## src/rtl/prbs_pkg.sv

```systemverilog
package prbs_pkg;
   // Default geometry of the generator.
   parameter int unsigned PRBS_STAGES_DEF = 10;
   parameter int unsigned PRBS_TAP_DEF    = 3;
   parameter int unsigned PRBS_SYNC_DEF   = 2;

   // Number of enabled steps after which the checker treats an injection as flushed.
   function automatic int unsigned prbs_settle(input int unsigned stages,
                                               input int unsigned sync_depth);
      return stages + sync_depth + 4;
   endfunction
endpackage

```

## src/rtl/prbs_start_sync.sv

```systemverilog
module prbs_start_sync #(
   parameter int unsigned DEPTH = 2
) (
   input  logic clk_i,
   input  logic async_i,
   output logic level_o
);
   generate
      if (DEPTH == 0) begin : g_bypass
         assign level_o = async_i;
      end else begin : g_chain
         logic [DEPTH-1:0] pipe_q;
         always_ff @(posedge clk_i) begin
            pipe_q[0] <= async_i;
            for (int k = 1; k < int'(DEPTH); k++) begin
               pipe_q[k] <= pipe_q[k-1];
            end
         end
         assign level_o = pipe_q[DEPTH-1];
      end
   endgenerate
endmodule

```

## src/rtl/prbs_loop_mix.sv

```systemverilog
module prbs_loop_mix (
   input  logic tap_a_i,
   input  logic tap_b_i,
   input  logic kick_i,
   output logic head_o
);
   logic fb_plain;

   // First gate: modulo-2 feedback of the two taps.
   assign fb_plain = tap_a_i ^ tap_b_i;
   // Second gate: start level inverts the feedback while high.
   assign head_o   = fb_plain ^ kick_i;
endmodule

```

## src/rtl/prbs_shift_core.sv

```systemverilog
module prbs_shift_core #(
   parameter int unsigned STAGES    = 10,
   parameter int unsigned TAP_STAGE = 3
) (
   input  logic clk_i,
   input  logic en_i,
   input  logic kick_i,
   output logic last_o
);
   localparam int unsigned TAP_IDX  = TAP_STAGE - 1;
   localparam int unsigned LAST_IDX = STAGES - 1;

   logic [STAGES-1:0] stage_q;
   logic              head_d;

   prbs_loop_mix u_mix (
      .tap_a_i (stage_q[TAP_IDX]),
      .tap_b_i (stage_q[LAST_IDX]),
      .kick_i  (kick_i),
      .head_o  (head_d)
   );

   // No reset: start-up comes only through the loop injection.
   always_ff @(posedge clk_i) begin
      if (en_i) begin
         stage_q <= {stage_q[STAGES-2:0], head_d};
      end
   end

   assign last_o = stage_q[LAST_IDX];
endmodule

```

## src/rtl/prbs_selfstart.sv

```systemverilog
module prbs_selfstart #(
   parameter int unsigned STAGES      = prbs_pkg::PRBS_STAGES_DEF,
   parameter int unsigned TAP_STAGE   = prbs_pkg::PRBS_TAP_DEF,
   parameter int unsigned SYNC_STAGES = prbs_pkg::PRBS_SYNC_DEF
) (
   input  logic clk_i,
   input  logic en_i,
   input  logic start_i,
   output logic seq_o,
   output logic seq_n_o
);
   generate
      if (STAGES < 3) begin : g_bad_stages
         $error("prbs_selfstart: STAGES must be at least 3");
      end
      if (TAP_STAGE < 2 || TAP_STAGE >= STAGES) begin : g_bad_tap
         $error("prbs_selfstart: TAP_STAGE must lie strictly inside the register");
      end
      if (SYNC_STAGES > 4) begin : g_bad_sync
         $error("prbs_selfstart: SYNC_STAGES above 4 is not supported");
      end
   endgenerate

   logic start_lvl;
   logic tail;

   prbs_start_sync #(.DEPTH(SYNC_STAGES)) u_sync (
      .clk_i   (clk_i),
      .async_i (start_i),
      .level_o (start_lvl)
   );

   prbs_shift_core #(.STAGES(STAGES), .TAP_STAGE(TAP_STAGE)) u_core (
      .clk_i  (clk_i),
      .en_i   (en_i),
      .kick_i (start_lvl),
      .last_o (tail)
   );

   assign seq_o   = tail;
   assign seq_n_o = ~tail;
endmodule

```

## config.mk

```make
export PLATFORM = sky130hd
export DESIGN_NAME = prbs_selfstart
export DESIGN_NICKNAME = d
export VERILOG_FILES = /design/src/rtl/prbs_pkg.sv /design/src/rtl/prbs_start_sync.sv /design/src/rtl/prbs_loop_mix.sv /design/src/rtl/prbs_shift_core.sv /design/src/rtl/prbs_selfstart.sv
export SDC_FILE = /design/constraint.sdc
export NUM_CORES = 1
export LEC_CHECK = 0
export ABC_CLOCK_PERIOD_IN_PS = 1000
export BUFFER_PORTS_ARGS = -buffer_cell sky130_fd_sc_hd__buf_2
export CORE_AREA = 5 5 42 44
export CTS_CLUSTER_SIZE = 25
export DETAILED_ROUTE_END_ITERATION = 8
export DIE_AREA = 0 0 47 49
export GPL_TIMING_DRIVEN = 1
export SYNTH_ARGS = -nofsm -noshare
export SYNTH_HDL_FRONTEND = slang
export SYNTH_HIERARCHICAL = 1
export SYNTH_SLANG_ARGS = --single-unit
```

## constraint.sdc

```tcl
create_clock -name clk_i -period 1 [get_ports clk_i]
set_input_delay 0.2 -clock clk_i [delete_from_list [all_inputs] [get_ports clk_i]]
set_output_delay 0.2 -clock clk_i [all_outputs]
set_load 0.005 [all_outputs]
```

Word level (Yosys, flattened, before mapping)
Cells that the tools add are included.
Storage, ports and cells
  register bits after elaboration: 12
  input bits: 3
  output and inout bits: 2
  logic and storage cells: 5
Operators by class
  bitwise operators: 3
Operators with widths (count)
  XOR 1 bit: 2
  NOT 1 bit: 1

Longest topological paths before layout
  depth after elaboration: 2
  gate-level depth with buffers: 1
  depth with buffers taken out: 1

Cells and area by module
The synthesis kept the hierarchy.
Modules (own cells, without submodules)
  prbs_shift_core: instances 1, cells each 10, area each 300.3 sq um, seq. area each 300.3 sq um
  prbs_start_sync: instances 1, cells each 2, area each 40.0 sq um, seq. area each 40.0 sq um
  prbs_loop_mix: instances 1, cells each 1, area each 23.8 sq um, seq. area each 0.0 sq um
  prbs_selfstart: instances 1, cells each 1, area each 3.8 sq um, seq. area each 0.0 sq um

Worst setup path before layout
No wires, ideal clock.
  path kind: register to register
  from: register u_core.stage_q[9]
  to: register u_core.stage_q[0], data pin
  setup time: 269 ps
  arrival time: 756 ps
  data required time: 731 ps
  slack: -26 ps
  cell stages (with the launch flop): 2
  period minus slack after synthesis: 1026 ps
  cell sequence: edfxtp_1 -> xor3_1
Between the ends
  word-level cells in the longest chain between the ends: 2
Ends and longest elaborated chain
  start, declared: line prbs_shift_core.sv:13  | logic [STAGES-1:0] stage_q;
  start signal, assigned: line prbs_shift_core.sv:26  | stage_q <= {stage_q[STAGES-2:0], head_d};
  XOR 1 bit: line prbs_loop_mix.sv:10  | assign fb_plain = tap_a_i ^ tap_b_i;
  XOR 1 bit: line prbs_loop_mix.sv:12  | assign head_o = fb_plain ^ kick_i;
  named net u_core.head_d: line prbs_shift_core.sv:14  | logic head_d;
The timed path passes the listed nets, and every way through them passes these cells.
A chain may end at the register's enable or synchronous reset.

Worst setup path after layout
  from: register u_core.stage_q[9]
  to: output port seq_n_o
Between the ends
  word-level cells in the longest chain between the ends: 1
Ends and longest elaborated chain
  NOT 1 bit: line prbs_selfstart.sv:41  | assign seq_n_o = ~tail;
  end, declared: line prbs_selfstart.sv:10  | output logic seq_n_o
Every way passes these cells.

==> summary.md <==
| Metric | Value |
|---|---|
| Pwr dens | 2040 mW/mm² |
| Vias in the first global route | ~170 |
| Worst-path maximum fanout | 3 |
| Iter 0 DRT Violations | 4 |
| Critical path, cell by cell | inv_1 -> buf_2 |
| Sequential element share of the synthesized area | between 90% and 100% |
| RSZ-0062 raised after global routing | yes |
| Clock power frac | 31.8% |
| Failing checks | negative setup slack |
| Final setup fails | 3 |
| Layout Skew | around 6.3 ps |
| Synth Area per Inst | 26.3 µm² |
| FF-to-FF End | u_core/stage_q[0]$_DFFE_PP_ |
| GRT Total Usage | 5.53% |
| MaxCap Viol Count | 0 |
| Area share of the leading cell type in the synthesized netlist | around four fifths |
| Combinational family with the most area after synthesis | XOR/XNOR gates |
| Cells after Synth | 14 |
| DRC | 0 |
| Post-Synth XOR/XNOR Area | under 10% |
| CTS sink cnt | 12 |
| Layout fillers | about 150 |
| Post-Route WL | between 400 and 500 µm |
| Hpwl dp | ~310 µm |
| # diodes | 0 |
| Largest cells by area after synthesis | edfxtp_1 82%, dfxtp_1 11%, xor3_1 6.5% |
| Syn_nets | 17 |
| Largest net degree at the start of global routing | 11 |
| Worst hold path type | input pin to register |
| Worst setup endpoint | seq_n_o |
| FMAX | about 0.97 GHz |
| CTS clock-pin slew for the worst setup and hold paths | roughly 60 ps |
| Mux contribution to synthesized area | 0% |
| Area Growth Syn to Fin | 22.1% |
| Initial antenna violation count | 0 |
| Synth Area in Adders | 0% |
| Antenna Nets Post-Route | 0 |
| Distinct cell type count after synthesis | 4 |
| Commonest non-fill, non-tap cells in the layout | 10 x edfxtp_1, 4 x buf_2, 3 x clkbuf_4 |
| Number of CTS-inserted buffers | 3 |
| # port buffers | 4 |
| Worst skew pair latency | around 270 ps |
| Tcrit/Tclk final | 103% |
| Kind of end point of the critical path | output pin |
| Sw Pwr | between 0.15 and 0.2 mW |
| Average vias per placed instance | between 3 and 4 |
| Crit path largest cell delay | roughly 400 ps |
| Pre-Repair DR Iteration Count | 2 |
| Leak | 0.176 nW |
| Global route overflow | 0 |
| Synth Area in Simple Gates | 0% |
| Worst setup path startpoint | u_core/stage_q[9]$_DFFE_PP_ |
| Slew Viols, Final | 0 |
| GP Congestion | 0.677 |
| Final Hold Fails | 0 |
| Height of the die | 49 µm |
| First-pass GRT wire length | ~730 µm |
| Post_cts resized | 0 |
| Via count | 151 |
| Seq cells post-synth | 12 |
| # rows | 14 |
| CTS Hold Buffers Added | 0 |
| Worst EP arrival | roughly 830 ps |
| Worst IR drop on VDD | 0.000713 V |
| Proportion of layout cells with a drive suffix above 1 | between 30% and 40% |
| Fin worst setup slack | -31.2 ps |
| Combinational share of power | 3.8% |
| Slowest cell on the critical path | edfxtp_1 |
| Htree depth | 1 |
| Initial Utilization | a little over a quarter |
| Element type at the critical path start | register |
| Core ar. | between 0.001 and 0.0015 mm² |
| Mapped cell area | ~370 µm² |
| Crit Path Category | register to output pin |
| Status | complete, but fails checks |
| CTS tree | yes |
| Post-route core utilization | approximately 32% |
| R2R setup slack | -30 ps |
| Warnings, synthesis | 6 |
| Register-to-Register Path Depth | 1 |
| Commonest non-fill, non-tap cell in the layout | edfxtp_1 |
| FF-to-FF Start | u_core/stage_q[2]$_DFFE_PP_ |
| Minimum clock period | about 1000 ps |
| Total Die Area | around 0.0023 mm² |
| Yosys top cell by area | edfxtp_1 |
| Compound-cell area share of the yosys netlist | 0% |
| # IOs | 5 |
| Internal power of the cells | about 0.75 mW |
| Max-slew headroom | between 80% and 90% |
| Switch share | a little under a fifth |
| Max clock buf depth | 2 |
| Critical path data required time | 800 ps |
| Drt wl/cell | between 10 and 15 µm |
| Hold_sp | start_i |
| Chip Width | ~47 µm |
| Final net count | 28 |
| Worst Max-Slew Pin Slew | between 200 and 250 ps |
| Root buffer cell | clkbuf_4 |
| Seq pwr share | roughly 64% |
| Hold slack | around 33 ps |
[Yosys cell counts]
library cell and number:
edfxtp_1 10, inv_1 1, dfxtp_1 2, xor3_1 1
[cell type report]
class                           instances  area (µm²)  share of cell area, %
Tap cell                               16        20.0                   4.46
Multi-Input combinational cell          1        23.8                   5.29
Sequential cell                        12         340                   75.8
Clock inverter                          1        3.75                  0.836
Inverter                                1        3.75                  0.836
Timing Repair Buffer                    6        35.0                   7.80
Clock buffer                            3        22.5                   5.01
[layer usage]
layer  global-route usage (%)  up-vias  share of wire, %
li1                         -       71                 -
met1                     4.91       67                41
met2                     6.56        8                40
met3                     3.32        5                12
met4                     8.29        0               7.6
met5                        0        -                 0
[registers in the layout, indices dropped and copies added (netlist names)]
name,count
u_core/stage_q,10
u_sync/g_chain.pipe_q,2
[timing repair]
action	in CTS	in global routing
buffers inserted	2	0
hold endpoints to repair	0	0
setup endpoints to repair	3	3
[cell families (layout without fill, tap and decap cells)]
family,after synthesis,count (layout)
XOR/XNOR,1,1
flip-flops,12,12
buffers and inverters,1,11
[worst max-delay path, delay by kind of cell, from the launching register on]
family / cells / cell delay, ps
flops: 1 / 400
buf+inv: 2 / 160
[per-stage QoR]
step / area (µm²) / power, mW / TNS [ps] / worst slack (ps) / std cells
2_1_floorplan: 368 / 0.610 / 0 / 17.1 / 14
3_3_place_gp: 408 / 0.626 / -0.543 / -0.543 / 34
3_5_place_dp: 408 / 0.631 / -34.0 / -34.0 / 34
4_1_cts: 449 / 0.930 / -117 / -49.7 / 40
5_1_grt: 449 / 0.960 / -205 / -87.4 / 40
6_report: 449 / 0.916 / -76.3 / -31.2 / 40
[power by group through the flow]
| stage | Clock, mW | Combinational, mW | Sequential, mW |
|---|---|---|---|
| floorplan | 0 | 0.0127 | 0.597 |
| global placement | 0 | 0.0268 | 0.599 |
| detailed placement | 0 | 0.0281 | 0.603 |
| CTS | 0.304 | 0.0355 | 0.591 |
| global route | 0.330 | 0.0376 | 0.593 |
| finish | 0.292 | 0.0348 | 0.590 |
[worst min path at each step]
stage                                  endpoint  slack (ps)  cells past startpoint
3_3_place_gp   u_sync/g_chain.pipe_q[0]$_DFF_P_         300                      1
4_1_cts        u_sync/g_chain.pipe_q[0]$_DFF_P_          30                      1
3_5_place_dp   u_sync/g_chain.pipe_q[0]$_DFF_P_         310                      1
2_1_floorplan  u_sync/g_chain.pipe_q[0]$_DFF_P_         230                      0
6_report       u_sync/g_chain.pipe_q[0]$_DFF_P_          30                      1
5_1_grt        u_sync/g_chain.pipe_q[0]$_DFF_P_          20                      1
(Power assumes the default switching activity.)
